--- config.mk ---
export PLATFORM = sky130hd
export DESIGN_NAME = ahl_mult
export DESIGN_NICKNAME = d
export VERILOG_FILES = /design/src/rtl/ahl_pkg.sv /design/src/rtl/ahl_datapath.sv /design/src/rtl/ahl_age_indicator.sv /design/src/rtl/ahl_control.sv /design/src/rtl/ahl_mult.sv
export SDC_FILE = /design/constraint.sdc
export NUM_CORES = 1
export LEC_CHECK = 0
export ABC_AREA = 1
export ABC_CLOCK_PERIOD_IN_PS = 7150
export CAP_MARGIN = 5
export CORE_MARGIN = 1
export CORE_UTILIZATION = 60
export DETAILED_ROUTE_END_ITERATION = 7
export PLACE_DENSITY = 0.86
export SLEW_MARGIN = 20
export SYNTH_ARGS = -nofsm -noshare
export SYNTH_HDL_FRONTEND = slang
export SYNTH_SLANG_ARGS = --single-unit
--- constraint.sdc ---
create_clock -name clk -period 7.15 [get_ports clk]
set_clock_uncertainty 0.15 [all_clocks]
set_input_delay 0.715 -clock clk [delete_from_list [all_inputs] [get_ports clk]]
set_output_delay 0.715 -clock clk [all_outputs]
set_load 0.02 [all_outputs]
--- src/rtl/ahl_pkg.sv ---
package ahl_pkg;

  // Strobes from control to datapath
  typedef struct packed {
    logic loadOps;   // latch operands at acceptance
    logic useHeld;   // multiply held operands instead of live inputs
    logic capture;   // load product register
  } dpStrobe_t;

  typedef enum logic [1:0] {
    ST_IDLE  = 2'd0,
    ST_LONG  = 2'd1,
    ST_REDO1 = 2'd2,
    ST_REDO2 = 2'd3
  } ctlState_t;

endpackage

--- src/rtl/ahl_datapath.sv ---
module ahl_datapath
  import ahl_pkg::*;
#(
  parameter int OP_W     = 8,
  parameter int ROW_MODE = 0,
  parameter int CNT_W    = $clog2(OP_W + 1)
) (
  input  logic                clk,
  input  logic                rst_n,
  input  dpStrobe_t           strobe,
  input  logic [OP_W-1:0]     mdIn,
  input  logic [OP_W-1:0]     mrIn,
  output logic [CNT_W-1:0]    zeroCnt,
  output logic [2*OP_W-1:0]   product
);

  localparam int PROD_W = 2 * OP_W;

  logic [OP_W-1:0] mdHeld;
  logic [OP_W-1:0] mrHeld;
  logic [OP_W-1:0] bypassSrc;
  logic [OP_W-1:0] mulA;
  logic [OP_W-1:0] mulB;
  logic [PROD_W-1:0] mulOut;

  // Operand whose bits steer the bypass multiplexers
  generate
    if (ROW_MODE != 0) begin : g_rowSel
      assign bypassSrc = mrIn;
    end else begin : g_colSel
      assign bypassSrc = mdIn;
    end
  endgenerate

  always_comb begin
    zeroCnt = '0;
    for (int i = 0; i < OP_W; i++) begin
      if (!bypassSrc[i]) zeroCnt = zeroCnt + CNT_W'(1);
    end
  end

  always_ff @(posedge clk or negedge rst_n) begin
    if (!rst_n) begin
      mdHeld <= '0;
      mrHeld <= '0;
    end else if (strobe.loadOps) begin
      mdHeld <= mdIn;
      mrHeld <= mrIn;
    end
  end

  assign mulA   = strobe.useHeld ? mdHeld : mdIn;
  assign mulB   = strobe.useHeld ? mrHeld : mrIn;
  assign mulOut = PROD_W'(mulA) * PROD_W'(mulB);

  always_ff @(posedge clk or negedge rst_n) begin
    if (!rst_n) begin
      product <= '0;
    end else if (strobe.capture) begin
      product <= mulOut;
    end
  end

endmodule

--- src/rtl/ahl_age_indicator.sv ---
module ahl_age_indicator #(
  parameter int AGE_LIMIT  = 4,
  parameter int WINDOW_OPS = 256
) (
  input  logic clk,
  input  logic rst_n,
  input  logic errEvent,
  input  logic doneEvent,
  output logic agedMode
);

  localparam int AGE_W = $clog2(AGE_LIMIT + 1);
  localparam int WIN_W = $clog2(WINDOW_OPS);

  logic [AGE_W-1:0] ageCnt;
  logic [WIN_W-1:0] winCnt;

  always_ff @(posedge clk or negedge rst_n) begin
    if (!rst_n) begin
      ageCnt   <= '0;
      winCnt   <= '0;
      agedMode <= 1'b0;
    end else if (errEvent) begin
      if (!agedMode) begin
        if (ageCnt == AGE_W'(AGE_LIMIT - 1)) begin
          agedMode <= 1'b1;
          ageCnt   <= '0;
        end else begin
          ageCnt <= ageCnt + AGE_W'(1);
        end
      end
    end else if (doneEvent) begin
      if (winCnt == WIN_W'(WINDOW_OPS - 1)) begin
        winCnt <= '0;
        ageCnt <= '0;
      end else begin
        winCnt <= winCnt + WIN_W'(1);
      end
    end
  end

endmodule

--- src/rtl/ahl_control.sv ---
module ahl_control
  import ahl_pkg::*;
#(
  parameter int CNT_W      = 4,
  parameter int NORM_ZEROS = 4,
  parameter int AGED_ZEROS = 5
) (
  input  logic             clk,
  input  logic             rst_n,
  input  logic             start,
  input  logic             timingErr,
  input  logic [CNT_W-1:0] zeroCnt,
  input  logic             agedMode,
  output dpStrobe_t        strobe,
  output logic             busy,
  output logic             resultValid,
  output logic             errEvent,
  output logic             doneEvent
);

  ctlState_t state;
  ctlState_t stateNxt;
  logic      shortOp;

  assign shortOp = agedMode ? (zeroCnt >= CNT_W'(AGED_ZEROS))
                            : (zeroCnt >= CNT_W'(NORM_ZEROS));

  always_comb begin
    strobe   = '0;
    stateNxt = state;
    errEvent = 1'b0;
    unique case (state)
      ST_IDLE: begin
        if (start) begin
          strobe.loadOps = 1'b1;
          if (shortOp) begin
            if (timingErr) begin
              errEvent = 1'b1;
              stateNxt = ST_REDO1;
            end else begin
              strobe.capture = 1'b1;
            end
          end else begin
            stateNxt = ST_LONG;
          end
        end
      end
      ST_LONG: begin
        strobe.useHeld = 1'b1;
        if (timingErr) begin
          errEvent = 1'b1;
          stateNxt = ST_REDO1;
        end else begin
          strobe.capture = 1'b1;
          stateNxt       = ST_IDLE;
        end
      end
      ST_REDO1: begin
        stateNxt = ST_REDO2;
      end
      ST_REDO2: begin
        strobe.useHeld = 1'b1;
        strobe.capture = 1'b1;
        stateNxt       = ST_IDLE;
      end
      default: stateNxt = ST_IDLE;
    endcase
  end

  assign doneEvent = strobe.capture;
  assign busy      = (state != ST_IDLE);

  always_ff @(posedge clk or negedge rst_n) begin
    if (!rst_n) begin
      state       <= ST_IDLE;
      resultValid <= 1'b0;
    end else begin
      state       <= stateNxt;
      resultValid <= strobe.capture;
    end
  end

endmodule

--- src/rtl/ahl_mult.sv ---
module ahl_mult
  import ahl_pkg::*;
#(
  parameter int OP_W       = 8,
  parameter int ROW_MODE   = 0,
  parameter int NORM_ZEROS = (OP_W + 1) / 2,
  parameter int AGED_ZEROS = (OP_W + 1) / 2 + 1,
  parameter int AGE_LIMIT  = 4,
  parameter int WINDOW_OPS = 256
) (
  input  logic              clk,
  input  logic              rst_n,
  input  logic              start,
  input  logic [OP_W-1:0]   mdIn,
  input  logic [OP_W-1:0]   mrIn,
  input  logic              timingErr,
  output logic              busy,
  output logic              resultValid,
  output logic [2*OP_W-1:0] product,
  output logic              agedMode
);

  localparam int CNT_W = $clog2(OP_W + 1);

  dpStrobe_t        strobe;
  logic [CNT_W-1:0] zeroCnt;
  logic             errEvent;
  logic             doneEvent;

  ahl_datapath #(
    .OP_W(OP_W), .ROW_MODE(ROW_MODE), .CNT_W(CNT_W)
  ) u_dp (
    .clk(clk), .rst_n(rst_n), .strobe(strobe),
    .mdIn(mdIn), .mrIn(mrIn), .zeroCnt(zeroCnt), .product(product)
  );

  ahl_control #(
    .CNT_W(CNT_W), .NORM_ZEROS(NORM_ZEROS), .AGED_ZEROS(AGED_ZEROS)
  ) u_ctl (
    .clk(clk), .rst_n(rst_n), .start(start), .timingErr(timingErr),
    .zeroCnt(zeroCnt), .agedMode(agedMode), .strobe(strobe),
    .busy(busy), .resultValid(resultValid),
    .errEvent(errEvent), .doneEvent(doneEvent)
  );

  ahl_age_indicator #(
    .AGE_LIMIT(AGE_LIMIT), .WINDOW_OPS(WINDOW_OPS)
  ) u_age (
    .clk(clk), .rst_n(rst_n), .errEvent(errEvent),
    .doneEvent(doneEvent), .agedMode(agedMode)
  );

endmodule

# After elaboration in Yosys (flattened, before gate mapping)
# Index checks and enable logic that the tools add are counted.
# totals
ff_bits	47
latchBits	0
ramBits	0
mem_bits_ro	0
inputBits	20
word_cells	72
mem_count	0
# op_classes
n_addsub	9
mul	1
n_div	0
magnitude_cmp	2
eq_ne	8
shift	0
n_mux	35
n_bitwise	1
n_reduce_logical	8
# op_table
cell	count
2-to-1 mux 4 bit	7
adder 4 x 1 -> 4 bit (second input constant)	6
2-to-1 mux 8 bit	3
multiplier 8 x 8 -> 16 bit	1
2-to-1 mux 3 bit	5
2-to-1 mux 1 bit	13
adder 8 x 1 -> 8 bit (second input constant)	1
equality test 8 bit (second input constant)	1
>= comparator 4 x 3 -> 1 bit (second input constant)	2
2-to-1 mux 2 bit	4
one-hot mux 2 bit (4 select lines)	1
nonzero test 2 bit	3
equality test 2 bit (second input constant)	2
inequality test 2 bit (second input constant)	2
AND reduction 2 bit	2
adder 3 x 1 -> 3 bit (second input constant)	1
equality test 3 x 2 -> 1 bit (second input constant)	1
inequality test 3 bit (second input constant)	1
one-hot mux 1 bit (3 select lines)	1
AND reduction 3 bit	1
adder 1 x 1 -> 2 bit (second input constant)	1
equality test 2 x 1 -> 1 bit (second input constant)	1
logical NOT 2 bit	1
one-hot mux 1 bit (2 select lines)	1
other kinds (2)	2

# Depth between registers and ports, before layout
# depth
depth_word	22
ltp_mapped	30

# Modules after synthesis
# A second synthesis with hierarchy kept.
# unflattened
cells_unflattened	632
hier_area_um2	4744.6
# modules_own_cells
module	instances	cells_each	area_per_inst_um2	seq_area_each_um2
ahl_datapath	1	533	3913.8	800.8
ahl_age_indicator	1	69	635.6	300.3
ahl_control	1	30	195.2	75.1

# Worst setup path after synthesis
# No wires, ideal clock.
# synth_path
kind	input port to flip-flop
startpoint	in mdIn[5]
endpoint	reg u_dp.product[15]
arrival_time_ps	5050
slack_ps	1867
cell_stages	21
n_path_buf	1
cell_sequence	clkbuf_1 inv_1 o21ai_1 nand2_1 fa_1 inv_1 fa_1 inv_1 fa_1 fa_1 inv_1 ha_1 nand2_1 o21ai_0 a21oi_1 o31ai_1 a21oi_1 nor2_1 nor2_1 xnor2_1 o21ai_0
# synth_via
elab_chain_len	10
# synth_lines
element	line_no	source
start, declared	ahl_mult.sv:14	input logic [OP_W-1:0] mdIn,
2-to-1 mux 4 bit	ahl_datapath.sv:38	if (!bypassSrc[i]) zeroCnt = zeroCnt + CNT_W'(1);
adder 4 x 1 -> 4 bit	ahl_datapath.sv:38	
2-to-1 mux 4 bit	ahl_datapath.sv:38	
adder 4 x 1 -> 4 bit	ahl_datapath.sv:38	
2-to-1 mux 4 bit	ahl_datapath.sv:38	
>= comparator 4 x 3 -> 1 bit (on tied branches)	ahl_control.sv:26, ahl_control.sv:25	
2-to-1 mux 1 bit	ahl_control.sv:25	assign shortOp = agedMode ? (zeroCnt >= CNT_W'(AGED_ZEROS))
2-to-1 mux 1 bit	ahl_control.sv:36	if (shortOp) begin
2-to-1 mux 1 bit	ahl_control.sv:34	if (start) begin
one-hot mux 1 bit (3 select lines)	ahl_control.sv:32	unique case (state)
end signal, assigned	ahl_datapath.sv:60	product <= mulOut;
end, declared	ahl_datapath.sv:14	output logic [2*OP_W-1:0] product
# Parallel ways exist; a longest one is shown, timed or not.
# A chain may end at the register's enable or synchronous reset.

# Worst setup path in the final report
# layout_path
startpoint	in mdIn[3]
endpoint	reg u_dp.product[15]
# layout_via
elab_chain_len	14
# layout_lines
element	line_no
2-to-1 mux 4 bit	ahl_datapath.sv:38
adder 4 x 1 -> 4 bit	ahl_datapath.sv:38
2-to-1 mux 4 bit	ahl_datapath.sv:38
adder 4 x 1 -> 4 bit	ahl_datapath.sv:38
2-to-1 mux 4 bit	ahl_datapath.sv:38
adder 4 x 1 -> 4 bit	ahl_datapath.sv:38
2-to-1 mux 4 bit	ahl_datapath.sv:38
adder 4 x 1 -> 4 bit	ahl_datapath.sv:38
2-to-1 mux 4 bit	ahl_datapath.sv:38
>= comparator 4 x 3 -> 1 bit (on tied branches)	ahl_control.sv:26, ahl_control.sv:25
2-to-1 mux 1 bit	ahl_control.sv:25
2-to-1 mux 1 bit	ahl_control.sv:36
2-to-1 mux 1 bit	ahl_control.sv:34
one-hot mux 1 bit (3 select lines)	ahl_control.sv:32
# Parallel ways exist; a longest one is shown, timed or not.

==> summary.md <==
| Metric | Value |
|---|---|
| CTS max path bufs | 2 |
| DRT Pass-1 Iters | 4 |
| Synth cell types | 31 |
| DRT iter0 DRCs | 197 |
| Root Driver | clkbuf_8 |
| Total global routing track utilization | 0.267 |
| Ys async rst share | 1.00 |
| Placement-stage worst setup slack | 0.920 ns |
| CTS Buf Count | 5 |
| Die Wd | 91.0 um |
| Critical path's largest stage delay | 0.61 ns |
| Hold-fix buffers at CTS | 0 |
| RSZ-0062 raised after global routing | no |
| GPL Wtd Cong | 0.899 |
| Setup CP Type | input pin to flip-flop |
| Fin. Hold Viols | 0 |
| I/O pin count | 39 |
| Reg clk slew, reported paths | 0.09 ns |
| Reg2reg start | u_ctl.state[0] |
| Core area | 7690 um^2 |
| Top-area cell type share of the netlist area | 0.247 |
| Avg Inst Size Synth | 7.38 um^2 |
| Nets | 781 |
| DP Area | 5190 um^2 |
| Cell Chain, Critical Path | clkdlybuf4s50_1 -> inv_2 -> o21ai_0 -> inv_1 -> nor2_1 -> fa_1 -> ha_1 -> inv_1 -> fa_1 -> fa_1 -> inv_1 -> ha_1 -> nand2_1 -> o21ai_0 -> a21oi_1 -> o31ai_1 -> a21oi_1 -> nor2_1 -> nor2_1 -> xnor2_1 -> o21ai_0 |
| Antenna violations before repair | 0 |
| Synth Area in XOR/XNOR | 0.0295 |
| Slowest cell on crit path | o21ai_0 |
| Via count | 4,116 |
| Vias per cell | 5.27 |
| Seq/Total Area, Yosys | 0.247 |
| Post-CTS sizing | 0 |
| Fin. max-slew vios | 0 |
| Slack of the critical path | 1.25 ns |
| Drc violations | 0 |
| Mux contribution to synthesized area | 0.00237 |
| Layout cell share with drive strength beyond 1 | 0.0383 |
| WP data arrival | 5.94 ns |
| Max Cap Viol | 0 |
| Crit-path max FO | 6 |
| Gr ovfl total | 0 |
| Final period util | 0.825 |
| Syn. warnings | 0 |
| Vias in the first global route | 4,157 |
| Top post-synthesis cells by area | dfrtp_1, fa_1, nand2_1 |
| Clock tree sinks | 47 |
| CP startpoint | mdIn[3] |
| Final wirelength | 9.96 mm |
| Compound-Gate Fraction of Synth Area | 0.0964 |
| Pin count of the biggest net entering global routing | 48 |
| Layout area overhead | 11.7% |
| EDFF count, synth | 0 |
| Synthesized instance count | 644 |
| Reg2reg setup slack | 1.37 ns |
| Initial Utilization | 0.618 |
| Worst Tran Pin Value | 0.880 ns |
| Final worst path period need | 5.90 ns |
| Critical Path End Type | flip-flop |
| Setup bufs post-CTS | 0 |
| Post-Synthesis Cell Area | 4750 um^2 |
| WL/cell | 12.7 um |
| Slew headroom | 0.413 |
| Synth Area in Adders | 0.275 |
| TritonCTS clock tree | built |
| Die area | 8280 um^2 |
| Worst EP required | 7.19 ns |
| TNS Setup | 0 ns |
| Synthesized flop and latch total | 47 |
| Cell row count | 32 |
| Post-synthesis simple-gate area fraction | 0.245 |
| Status | finished, final reports clean |
| CP startpoint kind | input pin |
| Fmax | 170 MHz |
| Most common cell in the synthesized netlist | nand2_1 |
| Net Count, Synth | 747 |
| CTS H-tree lvls | 2 |
| Diode count | 0 |
| Global-route wire length before repair | 18.0 mm |
| Largest family of logic cells by synthesized area | adder cells |
| Post-Route Utilization | 0.691 |
| Post-synth top flop | dfrtp_1 |
| Hold/Removal Path Class | input pin to async pin |
| Port buffer count | 38 |
| Finished Cell Area | 5310 um^2 |
| Post-synth top cells | nand2_1, inv_1, nor2_1, dfrtp_1, ha_1 |
| Final Setup Violations | 0 |
| Post-DP HPWL | 8.03 mm |
| Routed Antenna Nets | 0 |
| Clk_lat worst skew | 0.31 ns |
| Yosys top cell by area | dfrtp_1 |
| Die H | 91.0 um |
-- per-stage QoR --
step | hold slack (ns) | std cells
after floorplan | 0.269 | 644
after global placement | 0.304 | 773
after detailed placement | 0.309 | 773
after CTS | 0.334 | 781
after global routing | 0.297 | 781
final | 0.241 | 781
-- final cells by class --
type / instances / area (um^2)
sequential: 47 / 1180
tap: 102 / 128
clock inverter: 3 / 47.5
multi-input combinational: 473 / 3080
clock buffer: 5 / 68.8
timing repair buffer: 39 / 385
fill: 623 / 2380
inverter: 112 / 423
-- flip-flops by register name, indices dropped and copies added (netlist names) --
signal             count
u_age.agedMode         1
u_ctl.resultValid      1
u_ctl.state            2
u_age.ageCnt           3
u_dp.mdHeld            8
u_age.winCnt           8
u_dp.product          16
u_dp.mrHeld            8
-- worst max-delay path: cells and delay by family --
| kind | cells | cell delay (ns) |
|---|---|---|
| AND/OR/NAND/NOR | 4 | 0.45 |
| adder cells (fa/ha/maj) | 5 | 2.14 |
| AO/OA/AOI/OAI | 6 | 1.56 |
| buffers and inverters | 5 | 0.96 |
| XOR/XNOR | 1 | 0.11 |
-- metal layers --
metal | up-vias | global-route usage | wire, um | part of all wire
li1 | 2065 | - | - | -
met1 | 1942 | 0.335 | 4440 | 0.45
met2 | 92 | 0.481 | 5000 | 0.50
met3 | 17 | 0.0343 | 330 | 0.033
met4 | 0 | 0.0767 | 178 | 0.018
met5 | - | 0 | 0 | 0
-- placed cells by master, fill, tap and decap left out, drive strengths merged --
cell           instances
nand2                186
inv                  113
o21ai                 59
nor2                  58
ha                    47
dfrtp                 47
clkdlybuf4s50         37
fa                    36
nand3                 33
a21oi                 20
xor2                   9
xnor2                  7
clkbuf                 5
or2                    4
o31ai                  3
nor3                   3
nand4                  2
buf                    2
a21boi                 1
o2111ai                1
a21o                   1
o41ai                  1
o21a                   1
mux2                   1
clkinv                 1
bufinv                 1
-- cells by family (layout without fill, tap and decap cells) --
kind of cell	Yosys count	in the layout
compound gates	87	87
flops	47	47
fa+ha+maj	83	83
xor+xnor	16	16
mux	1	1
simple gates	286	286
buf+inv	124	159
-- path summary, 6_finish.rpt --
kind	cells after the start	to
max in group asynchronous	1	u_dp.mrHeld[1]
worst min-delay path	1	u_dp.product[15]
worst max-delay path	21	u_dp.product[15]
min in group clk	2	u_dp.product[2]
worst min register to register	2	u_dp.product[2]
worst max register to register	21	u_dp.product[15]
Power is not shown: default switching activity piles up to over one toggle a cycle in this logic, so the estimate is an artifact.
